### config.mk
export PLATFORM = sky130hd
export DESIGN_NAME = dbgq_qualifier
export DESIGN_NICKNAME = d
export VERILOG_FILES = /design/src/rtl/dbgq_pkg.sv /design/src/rtl/dbgq_field_decode.sv /design/src/rtl/dbgq_sec_filter.sv /design/src/rtl/dbgq_level_filter.sv /design/src/rtl/dbgq_qualifier.sv
export SDC_FILE = /design/constraint.sdc
export NUM_CORES = 1
export LEC_CHECK = 0
export ABC_AREA = 1
export BUFFER_PORTS_ARGS = -buffer_cell sky130_fd_sc_hd__buf_2
export CORE_AREA = 8 8 45 47
export DETAILED_ROUTE_END_ITERATION = 7
export DIE_AREA = 0 0 53 55
export PLACE_DENSITY = 0.84
export SYNTH_ARGS = -nofsm -noshare
export SYNTH_HDL_FRONTEND = slang
export SYNTH_HIERARCHICAL = 1
export SYNTH_SLANG_ARGS = --single-unit
### constraint.sdc
create_clock -name clk -period 0.8 [get_ports clk]
set_input_delay 0.12 -clock clk [delete_from_list [all_inputs] [get_ports clk]]
set_output_delay 0.12 -clock clk [all_outputs]
set_load 0.005 [all_outputs]
### src/rtl/dbgq_pkg.sv
package dbgq_pkg;
  localparam int CTRL_W    = 64;
  localparam int EL_W      = 2;
  localparam int LINK_W    = 4;
  localparam int PRIV_LO   = 1;
  localparam int HIGH_BIT  = 13;
  localparam int SEC_LO    = 14;
  localparam int LINK_LO   = 16;
  localparam int LINK_EN   = 20;

  typedef enum logic [1:0] {
    SEC_ANY    = 2'd0,
    SEC_NS_A   = 2'd1,
    SEC_ONLY_S = 2'd2,
    SEC_NS_B   = 2'd3
  } sec_sel_e;

  typedef struct packed {
    logic [1:0]        priv;
    logic              high_en;
    sec_sel_e          sec_sel;
    logic [LINK_W-1:0] link_num;
    logic              link_en;
  } qual_fields_t;
endpackage

### src/rtl/dbgq_field_decode.sv
module dbgq_field_decode
  import dbgq_pkg::*;
(
  input  logic [CTRL_W-1:0] ctrl,
  output qual_fields_t      fields
);
  always_comb begin
    fields.priv     = ctrl[PRIV_LO +: 2];
    fields.high_en  = ctrl[HIGH_BIT];
    fields.sec_sel  = sec_sel_e'(ctrl[SEC_LO +: 2]);
    fields.link_num = ctrl[LINK_LO +: LINK_W];
    fields.link_en  = ctrl[LINK_EN];
  end
endmodule

### src/rtl/dbgq_sec_filter.sv
module dbgq_sec_filter
  import dbgq_pkg::*;
(
  input  sec_sel_e sec_sel,
  input  logic     secure,
  output logic     sec_ok
);
  always_comb begin
    unique case (sec_sel)
      SEC_ANY:    sec_ok = 1'b1;
      SEC_ONLY_S: sec_ok = secure;
      default:    sec_ok = ~secure;
    endcase
  end
endmodule

### src/rtl/dbgq_level_filter.sv
module dbgq_level_filter
  import dbgq_pkg::*;
#(
  parameter int LVL_W = EL_W
) (
  input  logic [LVL_W-1:0] cur_el,
  input  logic             unpriv_acc,
  input  logic             is_watch,
  input  logic [1:0]       priv,
  input  logic             high_en,
  output logic             lvl_ok
);
  localparam int LVL_N = 1 << LVL_W;
  logic [LVL_W-1:0] eff_el;
  logic [LVL_N-1:0] allow;

  assign eff_el = (is_watch && unpriv_acc) ? '0 : cur_el;

  for (genvar g = 0; g < LVL_N; g++) begin : g_lvl
    if (g == 0) begin : g_el0
      assign allow[g] = priv[1];
    end else if (g == 1) begin : g_el1
      assign allow[g] = priv[0];
    end else begin : g_elhi
      assign allow[g] = high_en;
    end
  end

  assign lvl_ok = allow[eff_el];
endmodule

### src/rtl/dbgq_qualifier.sv
module dbgq_qualifier
  import dbgq_pkg::*;
(
  input  logic              clk,
  input  logic              rst_n,
  input  logic              raw_hit,
  input  logic [CTRL_W-1:0] ctrl,
  input  logic              secure,
  input  logic [EL_W-1:0]   cur_el,
  input  logic              unpriv_acc,
  input  logic              is_watch,
  input  logic              link_hit,
  output logic [LINK_W-1:0] link_num,
  output logic              match_q
);
  qual_fields_t f;
  logic sec_ok, lvl_ok, link_ok, qual_d;

  dbgq_field_decode u_dec (.ctrl(ctrl), .fields(f));

  dbgq_sec_filter u_sec (.sec_sel(f.sec_sel), .secure(secure), .sec_ok(sec_ok));

  dbgq_level_filter #(.LVL_W(EL_W)) u_lvl (
    .cur_el(cur_el), .unpriv_acc(unpriv_acc), .is_watch(is_watch),
    .priv(f.priv), .high_en(f.high_en), .lvl_ok(lvl_ok)
  );

  assign link_num = f.link_num;
  assign link_ok  = ~f.link_en | link_hit;
  assign qual_d   = raw_hit & sec_ok & lvl_ok & link_ok;

  always_ff @(posedge clk or negedge rst_n) begin
    if (!rst_n) match_q <= 1'b0;
    else        match_q <= qual_d;
  end
endmodule

Word level (Yosys, flattened, before mapping)

Index checks and enable logic that the tools add are counted.
W data, S select, Z words.

Word-level logic and storage cells: 15
Memories: 0
ROM bits: 0
Register bits after elaboration: 1
Latch bits: 0
RAM bits: 0
Bits of input ports: 73

$mul: 0
Eq/ne operators: 1
Bitwise gates (word level): 6
$lt $le $gt $ge: 1
$add $sub $neg: 0
Div/mod/pow operators: 0
Reductions and logical operators: 2
Muxes and demuxes: 4
Shift-type cells: 0

Operators by type and width:

| cell                 | count |
|---|---|
| $and A1 B1 Y1        | 3 |
| $lt A2 B3 Y1 const B | 1 |
| $bmux W1 S2          | 1 |
| $eq A2 B2 Y1 const B | 1 |
| $logic_not A2 Y1     | 1 |
| $mux W2              | 1 |
| $not A1 Y1           | 2 |
| $pmux W1 S2          | 1 |
| $logic_and A1 B1 Y1  | 1 |
| $mux W1              | 1 |
| $or A1 B1 Y1         | 1 |

Longest topological paths before layout

Gate-level depths: netlist of the first run.

Depth in word-level cells: 6
Gate-level depth with buffers: 7
Depth with buffers taken out: 7

Hierarchy

The synthesis of the first run kept the hierarchy.

Modules (own cells, without submodules):

| module            | instances | area each (um^2) | sequential area each (um^2) | cells each |
|---|---|---|---|---|
| dbgq_field_decode | 1         | 75.1             | 0.0                         | 10 |
| dbgq_level_filter | 1         | 46.3             | 0.0                         | 10 |
| dbgq_qualifier    | 1         | 41.3             | 25.0                        | 5 |
| dbgq_sec_filter   | 1         | 22.5             | 0.0                         | 6 |

Worst setup path after synthesis of the first run

No wires, ideal clock.

Kind: input -> register
Start: input port ctrl[1]
End: register match_q
Stages: 7
Required time: 0.683 ns
Slack: 0.141 ns
Arrival time: 0.543 ns
Cells stage by stage: buf_4 > inv_1 > nand3_1 > nand3_1 > nand2_1 > nand3_1 > nor2_1

Word-level cells in the longest chain between the ends: 4

RTL lines:

| item                          | RTL line                | text |
|---|---|---|
| start, declared               | dbgq_qualifier.sv:7     | `input logic [CTRL_W-1:0] ctrl,` |
| $bmux W1 S2                   | dbgq_level_filter.sv:29 | `assign lvl_ok = allow[eff_el];` |
| $mux W1 (not written as such) | dbgq_level_filter.sv:29 |  |
| named net lvl_ok              | dbgq_qualifier.sv:17    | `logic sec_ok, lvl_ok, link_ok, qual_d;` |
| $and A1 B1 Y1 (2 in series)   | dbgq_qualifier.sv:30    | `assign qual_d = raw_hit & sec_ok & lvl_ok & link_ok;` |
| named net qual_d              | dbgq_qualifier.sv:17    |  |
| end signal, assigned          | dbgq_qualifier.sv:34    | `else match_q <= qual_d;` |
| end, declared                 | dbgq_qualifier.sv:14    | `output logic match_q` |

The timed path passes the listed nets, and every way through them passes these cells. The select of a mux whose other input is x is not followed.

Worst setup path after layout of the first run

Start: input port unpriv_acc
End: register match_q

Word-level cells in the longest chain between the ends: 6

RTL lines:

| item                          | RTL line                | text |
|---|---|---|
| start, declared               | dbgq_qualifier.sv:10    | `input logic unpriv_acc,` |
| $logic_and A1 B1 Y1           | dbgq_level_filter.sv:17 | `assign eff_el = (is_watch && unpriv_acc) ? '0 : cur_el;` |
| $mux W2                       | dbgq_level_filter.sv:17 |  |
| $bmux W1 S2                   | dbgq_level_filter.sv:29 |  |
| $mux W1 (not written as such) | dbgq_level_filter.sv:29 |  |
| named net lvl_ok              | dbgq_qualifier.sv:17    |  |
| $and A1 B1 Y1 (2 in series)   | dbgq_qualifier.sv:30    |  |
| named net qual_d              | dbgq_qualifier.sv:17    |  |

The timed path passes the listed nets, and every way through them passes these cells. The select of a mux whose other input is x is not followed.

==> run summary, run 1 <==
Outcome: complete, no violations
DRC viols: 0
Slew of the pin with the lowest slew margin: 0.0776 ns
Cell Area, Placed: 205 sq um
Via Count: 175
Commonest non-fill, non-tap cell in the layout: buf_2
Critical Path AT: 0.67 ns
Avg Synthesized Cell Area: 5.97 sq um
Final wirelength: 409 um
Most frequent cells in the layout: buf_2, nand2_1, inv_1
Finished Cell Area: 233 sq um
Share of cells above drive strength 1: 45.9%
Slew Limit Fails: 0
Slowest cell on the critical path: nor2_1
Overflow after GRT: 0
Critical path, cell by cell: buf_6 -> nand2_4 -> nand2_2 -> nand2_1 -> nand3_1 -> nand2_1 -> nand3_1 -> nor2_1
Yosys top cell area share: 40.5%
Largest net degree at the start of global routing: 5
Number of synthesized register bits: 1
GRT Total Usage: 3.00%
Lkg Pwr: 0.151 nW
CP Max Fanout: 4
Worst slack on hold paths: 0.240 ns
Worst vdd ir: 104 uV
Fin crit period: 0.743 ns
Initial core utilization: 13.4%
Die width: 53 um
Area grow syn2layout: 25.7%
Vias in the first global route: 192
Normalized max-slew margin: 94.8%
Fmax: 1350 MHz
CP Class: primary input to register
Die area: 2920 sq um
Syn Nets: 104
Regs by FF count: match_q: 1 flops
Synth area leaders: buf_4, nand2_1, dfrtp_1
Top reg by flops: match_q
Antenna violations before repair: 0
Post-Syn Area: 185 sq um
Std-Cell Rows: 14
RSZ-0062 raised after global routing: true
Post-CTS setup buffers: 0
Via/cell ratio: 3.30
First-pass GRT wire length: 717 um
Largest area contributor in the netlist: buf_4
Syn. warnings: 6
Synth cell types: 7
Crit-path leading delay family: simple AND/OR/NAND/NOR gates
Antenna diode count: 0
Setup violators final: 0
Routed len/inst: 7.72 um
Number of flip-flops under the largest register name: 1
Starting DRT DRC Count: 0
CP Buf/Inv Count: 1
Worst min-delay path category: primary input to primary output
Clock-pin slew on the worst setup and hold paths: 0 ns
CP peak stage delay: 0.10 ns
MaxCap Viol Count: 0
Mapped Cells: 31
Hold Fails Final Rpt: 0
Number of port buffers: 15
WP data required: 0.73 ns
Total Nets Final: 112
ANT nets after route: 0
Final setup TNS: 0 ns
Period utilization: 92.9%
PD cells: 590 nW/um^2
Type of origin of the critical path: primary input
Die height: 55 um
Gpl congestion: 0.627
Endpoint type of the worst setup path: register
Seq/Total Area, Yosys: 13.5%
Io pins: 78
Pre-Repair DR Iteration Count: 1
Core ar.: 1380 sq um
-- layer usage --
metal	part of all wire [%]	track usage (%)	wire (um)
met1	39	3.32	159
met3	23	2.14	93
met5	0	0	0
met2	38	4.69	156
met4	0	0.431	0
-- path summary, 6_finish.rpt --
path                       cells after the start                 to        from  slack [ns]
setup / recovery                               8  match_q$_DFF_PN0_  unpriv_acc        0.06
hold / removal                                 0        link_num[1]    ctrl[17]        0.24
max in group asynchronous                      2  match_q$_DFF_PN0_       rst_n        0.28
min in group asynchronous                      2  match_q$_DFF_PN0_       rst_n        0.43
-- logic make-up after synthesis --
kind of cell	share of synthesized area, %
buf+inv	50.7
simple gates	35.8
flops	13.5
-- through the flow --
step | worst slack (ns) | power [mW] | instances | utilization (%)
after global placement | 0.0512 | 0.124 | 52 | 14.8
after CTS | 0.0200 | 0.130 | 53 | 15.6
after global routing | -0.0534 | 0.151 | 53 | 16.8
final | 0.0566 | 0.137 | 53 | 16.8
after detailed placement | 0.0214 | 0.126 | 52 | 14.8
after floorplan | 0.141 | 0.121 | 31 | -
-- cells in the mapped netlist --
cell type,instances
buf_4,10
nand2_1,7
inv_1,5
nand3_1,4
nand2_2,2
nor2_1,2
dfrtp_1,1
-- final cells by class --
class / instances / area (sq um)
well taps: 16 / 20.0
multi-input cells: 15 / 71.3
repair buffers: 16 / 97.6
flip-flops and latches: 1 / 25.0
inverters: 5 / 18.8
fillers: 158 / 1150
-- report_power, final --
| part | leakage [nW] | switching (mW) | total, mW | internal (mW) |
|---|---|---|---|---|
| clock | 0 | 0 | 0 | 0 |
| sequential | 0.0136 | 0.000448 | 0.0545 | 0.0540 |
| combinational | 0.138 | 0.0331 | 0.0829 | 0.0498 |
-- repair_timing --
| action | in CTS | in global routing |
|---|---|---|
| hold buffers | 1 | 0 |
| hold endpoints to repair | 1 | 0 |
| endpoints found under the setup margin | 0 | 1 |
| resized for setup | 0 | 3 |
(Power assumes the default switching activity.)
==> run 2, diff against run 1 <==
- PLACE_DENSITY: 0.84 -> 0.79
- SYNTH_HIERARCHICAL: 1 -> default
==> run 2 against run 1 <==
  * Final cell count decreased by 5.7%
  * Area after synthesis decreased by 28%
  * Die area unchanged
  * Global-route usage decreased by 0.44 points
  * First-iteration DRC count unchanged
  * Combinational power decreased by 12%
  * Sequential share of layout area increased by 1.3 points
  * Worst hold slack unchanged
  * Sequential power increased by 2%
  * Wire length increased by 9.3%
  * Setup slack improved by 0.072 ns
==> run summary, run 2 <==
Top reg by flops: match_q
Sequential share of power: 43.1%
Number of fill cells: 160
Fin crit period: 0.671 ns
CP Class: primary input to register
Vias in the first global route: 145
Io pins: 78
Worst slack on hold paths: 0.240 ns
Worst min-delay path category: primary input to primary output
Fmax: 1490 MHz
Type of origin of the critical path: primary input
Finished Cell Area: 208 sq um
Largest area contributor in the netlist: buf_4
Core ar.: 1380 sq um
DRC viols: 0
Top_reg_cell synth: dfrtp_1
Commonest non-fill, non-tap cell in the layout: buf_2
Period utilization: 83.9%
Via Count: 174
Number of port buffers: 15
FFs w/ async S/R, synth: 100%
Sw Pwr: 31.5 uW
Overflow after GRT: 0
Normalized max-slew margin: 93.3%
CP Max Fanout: 4
Post-synth top cells: nand2_1, nor2_1, buf_4, inv_1, nand3_1
Worst vdd ir: 112 uV
Lkg Pwr: 0.122 nW
WP data required: 0.72 ns
Yosys top cell area share: 22.6%
Total Nets Final: 109
Clk pwr share: 0%
Most frequent CP cell: nor2_1
Post-Syn Area: 133 sq um
Die width: 53 um
EDFF count, synth: 0
Slew of the pin with the lowest slew margin: 0.101 ns
Avg Synthesized Cell Area: 6.03 sq um
Cell Area, Placed: 198 sq um
Synth area leaders: buf_4, dfrtp_1, nand2_1
Final Power: 128 uW
Internal Power: 97.0 uW
Syn. warnings: 0
MaxCap Viol Count: 0
Syn Nets: 95
Comb power frac: 56.9%
Via/cell ratio: 3.48
PD cells: 619 nW/um^2
Seq/Total Area, Yosys: 18.9%
Final setup TNS: 0 ns
Number of flip-flops under the largest register name: 1
CTS Hold Buffers Added: 1
Regs by FF count: match_q: 1 flops
Die area: 2920 sq um
Clock-pin slew on the worst setup and hold paths: 0 ns
Crit-path leading delay family: simple AND/OR/NAND/NOR gates
Critical path, cell by cell: buf_2 -> nand2_2 -> nand3_1 -> nand2_1 -> nor2_1 -> nor2_1
Mapped Cells: 22
CP peak stage delay: 0.11 ns
Die height: 55 um
Critical Path AT: 0.59 ns
Setup violators final: 0
Outcome: complete, no violations
Post-CTS setup buffers: 0
Starting DRT DRC Count: 0
Endpoint type of the worst setup path: register
Final wirelength: 447 um
CP Buf/Inv Count: 1
Slew Limit Fails: 0
Antenna violations before repair: 0
ANT nets after route: 0
First-pass GRT wire length: 607 um
GRT Total Usage: 2.56%
Largest net degree at the start of global routing: 5
Share of cells above drive strength 1: 50.0%
Gpl congestion: 0.737
Area grow syn2layout: 56.6%
Pre-Repair DR Iteration Count: 1
Most frequent cells in the layout: buf_2, nand2_1, nor2_1
Post-cts repair resize count: 0
Sw frac: 24.5%
Synth cell types: 9
Place WS: 0.126 ns
RSZ-0062 raised after global routing: false
Hold Fails Final Rpt: 0
Number of synthesized register bits: 1
Std-Cell Rows: 14
Routed len/inst: 8.94 um
Initial core utilization: 9.58%
Slowest cell on the critical path: nor2_1
Worst Setup Slack, final: 0.129 ns
Antenna diode count: 0
[run 2: worst paths after layout]
| kind | from | end | slack [ns] | depth (start not counted) |
|---|---|---|---|---|
| min in group asynchronous | rst_n | match_q$_DFF_PN0_ | 0.43 | 2 |
| worst max-delay path | is_watch | match_q$_DFF_PN0_ | 0.13 | 6 |
| max in group asynchronous | rst_n | match_q$_DFF_PN0_ | 0.28 | 2 |
| worst min-delay path | ctrl[17] | link_num[1] | 0.24 | 0 |
[run 2: power groups by stage]
stage                     Combinational (mW)  Clock (mW)  Sequential (mW)
after floorplan                       0.0422           0           0.0559
after global placement                0.0674           0           0.0553
after detailed placement              0.0705           0           0.0554
after CTS                             0.0746           0           0.0555
after global routing                  0.0808           0           0.0556
final                                 0.0731           0           0.0554
[run 2: area by class of cell]
cell class	count	area, sq um	share of cell area, %
inverters	2	7.51	3.61
repair buffers	16	85.1	41.0
flip-flops and latches	1	25.0	12.0
multi-input cells	15	70.1	33.7
well taps	16	20.0	9.64
[run 2: metal layers]
layer / GRT usage (%) / routed length, um / vias to the layer above
li1: - / - / 89
met1: 1.36 / 121 / 72
met2: 5.86 / 196 / 13
met3: 1.87 / 130 / 0
met4: 0.431 / 0 / 0
met5: 0 / 0 / -
[run 2: cell families after synthesis]
logic type | after synthesis | synth area share [%]
AND/OR/NAND/NOR | 14 | 46.2
AO/OA/AOI/OAI | 1 | 6.60
buffers and inverters | 6 | 28.3
flip-flops | 1 | 18.9
[run 2: metrics by stage]
stage	instances	utilization [%]
6_report	50	15.0
5_1_grt	50	15.0
4_1_cts	50	15.0
3_5_place_dp	49	14.3
3_3_place_gp	49	14.3
2_1_floorplan	22	-
==> run 3, diff against run 2 <==
- CORE_AREA: 8 8 45 47 -> default
- CORE_MARGIN: default -> 8
- CORE_UTILIZATION: default -> 10
- DIE_AREA: 0 0 53 55 -> default
- PLACE_DENSITY: 0.79 -> 0.8
==> run 3 against run 2 <==
  * Sequential power barely moved
  * Critical path depth fell by 1
  * First-iteration DRC count unchanged
  * Sequential cell count unchanged
  * Die area is 5.7% lower
==> run summary, run 3 (synthesis gave the netlist of run 2 again) <==
Outcome: complete, no violations
Gpl congestion: 0.758
Regs by FF count: match_q: 1 flops
MaxCap Viol Count: 0
Largest net degree at the start of global routing: 5
Total Nets Final: 109
Antenna diode count: 0
Commonest non-fill, non-tap cell in the layout: buf_2
Starting DRT DRC Count: 0
Comb power frac: 56.8%
First-pass GRT wire length: 558 um
Vias in the first global route: 147
Slew of the pin with the lowest slew margin: 0.0882 ns
Sw frac: 24.1%
Crit-path leading delay family: simple AND/OR/NAND/NOR gates
Via/cell ratio: 3.45
GRT Total Usage: 2.32%
Worst vdd ir: 130 uV
Area grow syn2layout: 55.7%
Top reg by flops: match_q
Hold Fails Final Rpt: 0
WP data required: 0.68 ns
Fin crit period: 0.651 ns
Die height: 52.4 um
CP peak stage delay: 0.10 ns
CP Max Fanout: 4
Slowest cell on the critical path: buf_2
ANT nets after route: 0
Sw Pwr: 30.8 uW
Clk pwr share: 0%
Period utilization: 81.3%
Via Count: 169
Final Power: 128 uW
Clock-pin slew on the worst setup and hold paths: 0 ns
DRC viols: 0
Slew Limit Fails: 0
Number of port buffers: 15
Die width: 52.4 um
Number of flip-flops under the largest register name: 1
Overflow after GRT: 0
Pre-Repair DR Iteration Count: 1
Die area: 2750 sq um
Endpoint type of the worst setup path: register
Worst min-delay path category: primary input to primary output
PD cells: 619 nW/um^2
Final setup TNS: 0 ns
Share of cells above drive strength 1: 50.0%
Hold_sp: ctrl[17]
Routed len/inst: 8.35 um
RSZ-0062 raised after global routing: false
CP Buf/Inv Count: 1
CP Class: primary input to register
Critical Path AT: 0.53 ns
Initial core utilization: 10.5%
Sequential share of power: 43.2%
Normalized max-slew margin: 94.1%
Std-Cell Rows: 13
Most frequent cells in the layout: buf_2, nand2_1, nor2_1
Type of origin of the critical path: primary input
Hold path cells: 0
Critical path, cell by cell: buf_2 -> nand2_2 -> nand3b_1 -> nand3_1 -> nor2_1
Lkg Pwr: 0.122 nW
Dpl cells: 48
Setup violators final: 0
Core ar.: 1270 sq um
Io pins: 78
Antenna violations before repair: 0
Internal Power: 97.0 uW
Fmax: 1540 MHz
Hold worst-path end: link_num[1]
Final wirelength: 409 um
Post-layout instance count excluding filler cells: 49
==> run 3: cell counts in the layout (fill, tap and decap cells not counted) <==
Identical to the previous run, type by type.
==> run 3: final cells by class <==
class | instances | area [sq um]
fillers | 151 | 1060
inverters | 2 | 7.51
well taps | 15 | 18.8
flip-flops and latches | 1 | 25.0
repair buffers | 16 | 85.1
multi-input cells | 15 | 70.1
==> run 3: through the flow <==
stage / cell area (sq um) / setup WS [ns] / utilization (%) / hold slack (ns)
5_1_grt: 206 / 0.112 / 16.3 / 0.240
3_3_place_gp: 196 / 0.155 / 15.5 / -0.106
4_1_cts: 206 / 0.149 / 16.3 / 0.240
6_report: 206 / 0.149 / 16.3 / 0.240
3_5_place_dp: 196 / 0.150 / 15.5 / -0.104
2_1_floorplan: 133 / 0.287 / - / -0.176
==> run 3: worst max path at each step <==
stage	startpoint	end	slack (ns)	cells past startpoint
after global routing	ctrl[14]	match_q$_DFF_PN0_	0.11	6
after CTS	is_watch	match_q$_DFF_PN0_	0.15	5
final	is_watch	match_q$_DFF_PN0_	0.15	5
after floorplan	is_watch	match_q$_DFF_PN0_	0.29	5
after detailed placement	is_watch	match_q$_DFF_PN0_	0.15	6
after global placement	is_watch	match_q$_DFF_PN0_	0.16	6
==> run 3: per-layer routing <==
metal,routed length (um),track usage (%),vias to the layer above
li1,-,-,88
met1,121,1.75,68
met2,154,4.74,13
met3,134,1.70,0
met4,0,0,0
met5,0,0,-
==> run 3: power by group through the flow <==
stage | clock network [mW] | registers, mW | logic [mW]
after global routing | 0 | 0.0557 | 0.0802
after detailed placement | 0 | 0.0552 | 0.0693
after floorplan | 0 | 0.0559 | 0.0422
after CTS | 0 | 0.0553 | 0.0735
after global placement | 0 | 0.0553 | 0.0673
final | 0 | 0.0552 | 0.0726
==> run 3: what timing repair did <==
item | CTS | global route
buffers inserted | 0 | 0
gates resized for setup | 0 | 0
hold buffers | 1 | 0
hold endpoints to repair | 1 | 0
